$ cat src/rtl/i2c_stx_pkg.sv
package i2c_stx_pkg;
  typedef enum logic [2:0] {
    ST_IDLE,
    ST_ADDR,
    ST_AACK,
    ST_HOLD,
    ST_SHIFT,
    ST_MACK
  } stx_state_e;
endpackage

$ cat src/rtl/i2c_stx_sync.sv
module i2c_stx_sync #(
  parameter int W      = 2,
  parameter int STAGES = 2
) (
  input  logic         clk_i,
  input  logic         rst_ni,
  input  logic [W-1:0] d_i,
  output logic [W-1:0] q_o
);
  logic [STAGES-1:0][W-1:0] stg;

  // idle bus is high, so reset to ones
  always_ff @(posedge clk_i or negedge rst_ni)
    if (!rst_ni) stg <= '1;
    else         stg <= {stg[STAGES-2:0], d_i};

  assign q_o = stg[STAGES-1];
endmodule

$ cat src/rtl/i2c_stx_events.sv
module i2c_stx_events (
  input  logic clk_i,
  input  logic rst_ni,
  input  logic scl_i,
  input  logic sda_i,
  output logic scl_lvl_o,
  output logic sda_lvl_o,
  output logic start_o,
  output logic stop_o,
  output logic rise_o,
  output logic fall_o
);
  logic scl_q, sda_q;

  always_ff @(posedge clk_i or negedge rst_ni)
    if (!rst_ni) begin
      scl_q <= 1'b1;
      sda_q <= 1'b1;
    end else begin
      scl_q <= scl_i;
      sda_q <= sda_i;
    end

  assign scl_lvl_o = scl_i;
  assign sda_lvl_o = sda_i;
  assign start_o   = scl_i & scl_q & sda_q & ~sda_i;
  assign stop_o    = scl_i & scl_q & ~sda_q & sda_i;
  assign rise_o    = scl_i & ~scl_q;
  assign fall_o    = ~scl_i & scl_q;
endmodule

$ cat src/rtl/i2c_stx_txbuf.sv
module i2c_stx_txbuf #(
  parameter int DW = 8
) (
  input  logic          clk_i,
  input  logic          rst_ni,
  input  logic          clr_i,
  input  logic          discard_i,
  input  logic          arm_i,
  input  logic          load_i,
  input  logic          wr_i,
  input  logic [DW-1:0] wdata_i,
  output logic [DW-1:0] hold_o,
  output logic          vld_o,
  output logic          txe_o
);
  logic [DW-1:0] hold_q;
  logic          vld_q, txe_q;

  // write wins over a same-cycle load: the new byte stays held
  always_ff @(posedge clk_i or negedge rst_ni)
    if (!rst_ni) begin
      hold_q <= '0;
      vld_q  <= 1'b0;
      txe_q  <= 1'b0;
    end else if (clr_i) begin
      vld_q <= 1'b0;
      txe_q <= 1'b0;
    end else begin
      if (discard_i) vld_q <= 1'b0;
      if (arm_i)     txe_q <= 1'b1;
      if (load_i) begin
        vld_q <= 1'b0;
        txe_q <= 1'b1;
      end
      if (wr_i) begin
        hold_q <= wdata_i;
        vld_q  <= 1'b1;
        txe_q  <= 1'b0;
      end
    end

  assign hold_o = hold_q;
  assign vld_o  = vld_q;
  assign txe_o  = txe_q;

  AST_LOAD_REQUESTS: assert property (@(posedge clk_i) disable iff (!rst_ni)
    (load_i && !wr_i && !clr_i) |=> txe_o);
  AST_WRITE_FILLS: assert property (@(posedge clk_i) disable iff (!rst_ni)
    (wr_i && !clr_i) |=> (vld_o && !txe_o));
endmodule

$ cat src/rtl/i2c_slave_tx.sv
module i2c_slave_tx
  import i2c_stx_pkg::*;
#(
  parameter int ADDR_W      = 7,
  parameter int DATA_W      = 8,
  parameter int SYNC_STAGES = 2
) (
  input  logic              clk_i,
  input  logic              rst_ni,
  input  logic              scl_i,
  input  logic              sda_i,
  output logic              scl_oe_o,
  output logic              sda_oe_o,
  input  logic [ADDR_W-1:0] own_addr_i,
  input  logic              wr_en_i,
  input  logic [DATA_W-1:0] wr_data_i,
  input  logic              tx_ie_i,
  output logic              txe_o,
  output logic              irq_o,
  output logic              sta_o
);
  localparam int FRAME_W = ADDR_W + 1;
  localparam int MAXB    = (FRAME_W > DATA_W) ? FRAME_W : DATA_W;
  localparam int CNT_W   = $clog2(MAXB + 1);

  logic [1:0] line_raw, line_syn;
  logic scl_s, sda_s, start, stop, rise, fall, clr;
  logic load, arm, discard, wr_ok, hold_vld;
  logic [DATA_W-1:0] hold;
  logic [DATA_W-1:0] sh;
  logic [ADDR_W-1:0] addr_sh;
  logic [CNT_W-1:0]  cnt;
  logic sta_q, scl_oe_q;
  stx_state_e state;

  assign line_raw = {scl_i, sda_i};

  i2c_stx_sync #(.W(2), .STAGES(SYNC_STAGES)) u_sync (
    .clk_i, .rst_ni, .d_i(line_raw), .q_o(line_syn)
  );

  i2c_stx_events u_evt (
    .clk_i, .rst_ni,
    .scl_i(line_syn[1]), .sda_i(line_syn[0]),
    .scl_lvl_o(scl_s), .sda_lvl_o(sda_s),
    .start_o(start), .stop_o(stop), .rise_o(rise), .fall_o(fall)
  );

  assign clr     = start | stop;
  assign load    = hold_vld & ~clr &
                   ((state == ST_HOLD) | (fall & ((state == ST_AACK) | (state == ST_MACK))));
  assign arm     = ~clr & (state == ST_ADDR) & fall & (cnt == CNT_W'(FRAME_W));
  assign discard = ~clr & (state == ST_MACK) & rise & sda_s;
  assign wr_ok   = wr_en_i & ((state == ST_AACK) | (state == ST_HOLD) |
                              (state == ST_SHIFT) | (state == ST_MACK));

  i2c_stx_txbuf #(.DW(DATA_W)) u_buf (
    .clk_i, .rst_ni,
    .clr_i(clr), .discard_i(discard), .arm_i(arm), .load_i(load),
    .wr_i(wr_ok), .wdata_i(wr_data_i),
    .hold_o(hold), .vld_o(hold_vld), .txe_o(txe_o)
  );

  always_ff @(posedge clk_i or negedge rst_ni)
    if (!rst_ni) begin
      state    <= ST_IDLE;
      cnt      <= '0;
      addr_sh  <= '0;
      sh       <= '0;
      sta_q    <= 1'b0;
      scl_oe_q <= 1'b0;
    end else begin
      // lags HOLD by a cycle so SDA settles before SCL is released
      scl_oe_q <= (state == ST_HOLD);
      if (start) begin
        state <= ST_ADDR;
        cnt   <= '0;
        sta_q <= 1'b0;
      end else if (stop) begin
        state <= ST_IDLE;
        cnt   <= '0;
        sta_q <= 1'b0;
      end else if (load) begin
        sh    <= hold;
        cnt   <= '0;
        state <= ST_SHIFT;
      end else begin
        unique case (state)
          ST_ADDR: begin
            if (rise) begin
              addr_sh <= {addr_sh[ADDR_W-2:0], sda_s};
              cnt     <= cnt + CNT_W'(1);
              if (cnt == CNT_W'(ADDR_W)) begin
                if (addr_sh == own_addr_i && sda_s) sta_q <= 1'b1;
                else                                state <= ST_IDLE;
              end
            end else if (fall && cnt == CNT_W'(FRAME_W)) begin
              state <= ST_AACK;
              sta_q <= 1'b0;
            end
          end
          ST_AACK: if (fall) state <= ST_HOLD;
          ST_SHIFT: begin
            if (fall) begin
              if (cnt == CNT_W'(DATA_W - 1)) state <= ST_MACK;
              else begin
                cnt <= cnt + CNT_W'(1);
                sh  <= {sh[DATA_W-2:0], 1'b0};
              end
            end
          end
          ST_MACK: begin
            if (rise && sda_s) state <= ST_IDLE;
            else if (fall)     state <= ST_HOLD;
          end
          default: ;
        endcase
      end
    end

  assign sda_oe_o = (state == ST_AACK) | ((state == ST_SHIFT) & ~sh[DATA_W-1]);
  assign scl_oe_o = scl_oe_q;
  assign irq_o    = txe_o & tx_ie_i;
  assign sta_o    = sta_q;

  AST_SDA_MOVES_SCL_LOW: assert property (@(posedge clk_i) disable iff (!rst_ni)
    (!$stable(sda_oe_o) && !$past(clr)) |-> !$past(scl_s));
  AST_ACK_WITH_REQUEST: assert property (@(posedge clk_i) disable iff (!rst_ni)
    ($fell(sta_o) && !$past(clr)) |-> (sda_oe_o && txe_o));
  AST_STOP_CLEARS: assert property (@(posedge clk_i) disable iff (!rst_ni)
    stop |=> (!txe_o && !sda_oe_o && !sta_o));
endmodule

$ cat config.mk
export PLATFORM = sky130hd
export DESIGN_NAME = i2c_slave_tx
export DESIGN_NICKNAME = d
export VERILOG_FILES = /design/src/rtl/i2c_stx_pkg.sv /design/src/rtl/i2c_stx_sync.sv /design/src/rtl/i2c_stx_events.sv /design/src/rtl/i2c_stx_txbuf.sv /design/src/rtl/i2c_slave_tx.sv
export SDC_FILE = /design/constraint.sdc
export NUM_CORES = 1
export LEC_CHECK = 0
export BUFFER_PORTS_ARGS = -buffer_cell sky130_fd_sc_hd__buf_2
export CORE_ASPECT_RATIO = 1.5
export CORE_UTILIZATION = 55
export CTS_BUF_LIST = sky130_fd_sc_hd__clkbuf_8
export CTS_CLUSTER_SIZE = 28
export DETAILED_ROUTE_END_ITERATION = 10
export PLACE_DENSITY_LB_ADDON = 0.15
export SYNTH_ARGS = -nofsm -noshare
export SYNTH_HDL_FRONTEND = slang
export SYNTH_SLANG_ARGS = --single-unit
export TNS_END_PERCENT = 5
$ cat constraint.sdc
create_clock -name clk_i -period 2.39 [get_ports clk_i]
set_clock_uncertainty 0.1 [all_clocks]
set_input_delay 0.1195 -clock clk_i [delete_from_list [all_inputs] [get_ports clk_i]]
set_output_delay 0.1195 -clock clk_i [all_outputs]
set_load 0.01 [all_outputs]
# After elaboration in Yosys (flattened, before gate mapping)
# Cells that the tools add are included.
[totals]
ramBits = 0
mem_count = 0
word_cells = 124
rom_bits = 0
ff_bits = 40
latch_bits = 0
inputBits = 21
[op_classes]
n_shift = 0
n_div = 0
bitwise = 35
n_eq_ne = 19
magnitude_cmp = 0
muxes = 39
addsub = 1
n_reduce_logical = 17
mul = 0
[op_table]
columns = ["operator", "count"]
rows = [
  ["3-bit 2-to-1 mux", 11],
  ["8-bit 2-to-1 mux", 4],
  ["4-bit 2-to-1 mux", 6],
  ["1-bit bitwise AND", 19],
  ["1-bit 2-to-1 mux", 16],
  ["5-bit != test (second input constant)", 3],
  ["5-bit AND reduction", 3],
  ["6-bit by 5-bit != test with 1-bit output (second input constant)", 2],
  ["3-bit case mux with 4 select lines", 1],
  ["4-bit nonzero test", 3],
  ["1-bit inverter", 9],
  ["4-bit by 3-bit != test with 1-bit output (second input constant)", 2],
  ["4-bit case mux with 2 select lines", 1],
  ["7-bit equality test", 1],
  ["1-bit OR", 7],
  ["7-bit nonzero test", 1],
  ["3-bit by 2-bit equality test with 1-bit output (second input constant)", 2],
  ["3-bit equality test (second input constant)", 2],
  ["6-bit != test (second input constant)", 1],
  ["6-bit AND reduction", 1],
  ["5-bit by 4-bit != test with 1-bit output (second input constant)", 1],
  ["5-bit nonzero test", 1],
  ["4-bit by 1-bit adder with 4-bit output (second input constant)", 1],
  ["4-bit by 3-bit equality test with 1-bit output (second input constant)", 1],
  ["9 further kinds", 12],
]

# Depth between registers and ports, before layout
[logic_depth]
depth_word = 12
mapped_depth = 9
mapped_depth_nobuf = 7

# By module
# From an unflattened synthesis, not the netlist that was laid out.
[unflattened]
hier_cells = 187
area_unflattened_um2 = 2153.3
[by_module_without_submodules]
columns = ["module", "area_each_um2", "n_inst", "cells_each", "seq_area_each_um2"]
rows = [
  ["i2c_slave_tx", 1515.2, 1, 149, 600.6],
  ["i2c_stx_txbuf", 415.4, 1, 24, 250.2],
  ["i2c_stx_sync", 120.1, 1, 6, 105.1],
  ["i2c_stx_events", 102.6, 1, 8, 52.6],
]

# Worst setup path after synthesis
# OpenSTA, ideal clock, no wires.
[synth_timing]
path_kind = "reg-to-reg"
startpoint = "register cnt[0]"
endpoint = "register cnt[3]"
arrival_time_ns = 1.941
setup_ns = 0.120
stages_incl_launch_ff = 9
path_buffers = 1
slack_ns = 0.229
path_cell_list = "dfrtp_1 -> ha_1 -> and3b_1 -> clkbuf_1 -> or4b_1 -> a21oi_2 -> nand4_1 -> xor2_1 -> nor2_1"
[synth_via]
elab_chain_len = 7
[synth_rtl]
columns = ["element", "line_no", "source"]
rows = [
  ["start: declaration", "i2c_slave_tx.sv:32", "logic [CNT_W-1:0] cnt;"],
  ["start signal: assignment", "i2c_slave_tx.sv:92", "cnt <= cnt + CNT_W'(1);"],
  ["start signal: assignment", "i2c_slave_tx.sv:107", "cnt <= cnt + CNT_W'(1);"],
  ["4-bit by 1-bit adder with 4-bit output", "i2c_slave_tx.sv:92, i2c_slave_tx.sv:107", ""],
  ["4-bit 2-to-1 mux", "i2c_slave_tx.sv:105", "if (cnt == CNT_W'(DATA_W - 1)) state <= ST_MACK;"],
  ["4-bit 2-to-1 mux", "i2c_slave_tx.sv:104", "if (fall) begin"],
  ["4-bit case mux with 2 select lines", "i2c_slave_tx.sv:88", "unique case (state)"],
  ["4-bit 2-to-1 mux", "i2c_slave_tx.sv:83", "end else if (load) begin"],
  ["4-bit 2-to-1 mux", "i2c_slave_tx.sv:79", "end else if (stop) begin"],
  ["4-bit 2-to-1 mux", "i2c_slave_tx.sv:75", "if (start) begin"],
]
# Parallel ways exist; a longest one is shown, timed or not. The select of a mux whose other input is x is not followed.
# A chain may end at the register's enable or synchronous reset.

# Worst setup path after layout
# Same ends and word-level chain as after synthesis.

==> impl_metrics.py <==
metrics = {
    "route": {
        "finalWirelength_mm": 4.16,
        "viasPerCell": 5.60,
        "post_drt_wl_per_cell_um": 15.5,
        "first_pass_iters": 4,
        "postRouteAntennaNets": 0,
        "vias": 1500,
        "drtIter0Drc": 29,
        "drc": 0,
    },
    "critical_path": {
        "arrival_ns": 2.33,
        "cp_num_buf_inv": 0,
        "crit_required_ns": 2.47,
        "path_max_fanout": 5,
        "path_cells": "ha_1, and3b_1, or4b_1, a21oi_2, nand4_1, xor2_1, nor2_1",
        "criticalPathCategory": "flop to flop",
        "critical_path.top_delay_family": "simple AND/OR/NAND/NOR gates",
        "max_stage_delay_ns": 0.52,
        "end_kind": "flop",
        "start_kind": "flop",
        "crit_slowest_cell": "or4b_1",
    },
    "logic_synthesis": {
        "synthCells": 182,
        "synth_top_family_by_area": "simple AND/OR/NAND/NOR gates",
        "synth-seq-cells": 40,
        "synth_nets": 206,
        "yosysTopAreaCell": "dfrtp_1",
        "synth-seq-area-share": 0.502,
        "netlist_top_cells_count": "dfrtp_1, mux2_2, nor2_1, nand2_1",
        "synth_edf_count": 0,
        "synth_top_area_frac": 0.423,
        "synth_mux_area_frac": 0.0996,
        "ys.flop_type": "dfrtp_1",
        "ys_types": 50,
        "synth_xor_area_frac": 0.0479,
        "yosysMostFrequentCell": "dfrtp_1",
        "synth-adder-area-share": 0.0187,
        "synthSimpleGateAreaFrac": 0.162,
        "synth_area_leaders": "dfrtp_1, mux2_2, dfstp_2",
        "synth_area_um2": 2010,
        "syn_avg_cell_area_um2": 11.0,
        "yosysWarningCount": 0,
        "synth_compound_area_frac": 0.133,
        "ys_async_sr_fraction": 1.00,
    },
    "run": {
        "cap_violations": 0,
    },
    "status": {
        "outcome": "complete, no violations",
    },
    "sta": {
        "finalHoldViolations": 0,
        "holdWs_ns": 0.0231,
        "rsz0062_at_grt": "no",
        "worst_slack_ns": 0.143,
        "fin_crit_sh": 0.940,
        "setup_viol": 0,
        "fin_crit_ns": 2.25,
        "finalMaxSlewViolations": 0,
        "setup-tns-final_ns": 0,
        "slew_headroom": 0.439,
        "worst_slew_pin_slew_ns": 0.842,
        "fmax_mhz": 445,
    },
    "place": {
        "place_inst": 249,
        "dp_hpwl_mm": 3.02,
        "gp_congestion": 0.900,
        "post_dp_cell_area_um2": 2200,
        "io_buffers": 25,
        "pre_cts_slack_ns": 0.187,
    },
    "floorplan": {
        "die_area_um2": 3900,
        "rows": 26,
        "fp.dieH_um": 76.0,
        "die_w_um": 51.4,
        "core_area_um2": 3450,
        "initial_utilization": 0.583,
        "top_level_ports": 26,
    },
    "finish": {
        "fin_cells": 268,
        "post-route-util": 0.693,
        "ff_latch_area_um2": 1010,
        "drive_above_1_share": 0.301,
        "fin_nets": 249,
        "stdcell_area_um2": 2390,
        "diodes": 0,
        "fillers": 291,
        "multiInputGateArea_um2": 927,
        "area_delta_synth_final_pct": 19.0,
    },
    "pwr": {
        "ir_drop_v": 0.000713,
        "power_mw": 2.29,
        "power_density_nw_per_um2": 959,
        "p_leak_nw": 1.13,
    },
    "min_path": {
        "hold_path_class": "input pin to flop",
    },
    "clock_tree": {
        "root_buffer": "clkbuf_8",
        "cts_inserted_buffers": 5,
        "cts.sinks": 40,
        "tritoncts": "done",
        "clk_latency_ns": 0.29,
        "cts_max_level": 2,
        "clkTransAtPathRegs_ns": 0.08,
        "clk_path_buf_depth": 2,
        "post_cts_buffers": 0,
    },
    "grt": {
        "antenna_found_initial": 0,
        "grt_remaining_overflow": 0,
        "grt_max_degree": 41,
        "gr-usage-all-layers": 0.248,
        "grt_pass1_vias": 1547,
        "grt_first_pass_wirelength_mm": 7.11,
    },
}
==> cells in the final DEF, fill, tap and decap left out, types with 9 or more instances in the layout <==
cell           netlist  final
inv_1                7      9
dlygate4sd3_1        0     11
nor2_1              11     11
mux2_2              16     16
nand2_1              9      9
dfrtp_1             34     34
buf_2                2     25
==> flip-flops by register name, summed over array words and instances (netlist names) <==
signal	count
u_buf.vld_o	1
addr_sh	7
u_sync.stg	2
cnt	4
u_buf.txe_o	1
state	3
u_buf.hold_o	8
u_evt.sda_q	1
sh	8
sta_o	1
u_sync.q_o	2
u_evt.scl_q	1
scl_oe_o	1
==> power by group <==
group,switching (mW),internal (mW),leakage [nW]
sequential,0.159,0.887,0.502
clock,0.215,0.196,0.0505
combinational,0.402,0.433,0.582
==> routing by layer <==
metal / up-vias / GRT usage / wire length, um
li1: 737 / - / -
met1: 715 / 0.292 / 1710
met2: 37 / 0.413 / 2210
met3: 11 / 0.0519 / 122
met4: 0 / 0.130 / 114
met5: - / 0 / 0
==> area by class of cell <==
class / instances / share of cell area
Timing Repair Buffer: 44 / 0.123
Clock inverter: 3 / 0.00523
Sequential cell: 40 / 0.422
Clock buffer: 5 / 0.0288
Inverter: 7 / 0.0110
Multi-Input combinational cell: 127 / 0.388
Tap cell: 42 / 0.0220
==> tightest hold or removal path, delay by kind of cell <==
kind | cells | cell delay, ns
buffers and inverters | 1 | 0.08
and+or+nand+nor | 1 | 0.07
AOI/OAI and AO/OA | 1 | 0.11
==> path summary, 6_finish.rpt <==
check / startpoint / slack (ns) / endpoint / cells past startpoint
max in group asynchronous: rst_ni / 1.28 / addr_sh[4]$_DFFE_PN0P_ / 2
worst max register to register: cnt[0]$_DFFE_PN0P_ / 0.14 / cnt[3]$_DFFE_PN0P_ / 7
worst min register to register: u_sync.stg[1]$_DFF_PN1_ / 0.26 / u_sync.q_o[1]$_DFF_PN1_ / 0
worst min-delay path: wr_en_i / 0.02 / u_buf.txe_o$_DFFE_PN0P_ / 3
min in group asynchronous: rst_ni / 0.37 / state[1]$_DFFE_PN0P_ / 2
worst max-delay path: cnt[0]$_DFFE_PN0P_ / 0.14 / cnt[3]$_DFFE_PN0P_ / 7
==> logic make-up (layout without fill, tap and decap cells) <==
logic type               Yosys count  count (layout)
AO/OA/AOI/OAI                     39              39
XOR/XNOR                          11              11
adder cells (fa/ha/maj)            3               3
buffers and inverters             15              59
flip-flops                        40              40
multiplexers                      18              18
AND/OR/NAND/NOR                   56              56
==> timing repair <==
item / 4_1_cts / 5_1_grt
gates resized for setup: 0 / 0
endpoints found under the hold margin: 44 / 0
hold buffers: 11 / 0
Power figures use the tool's default switching activity.
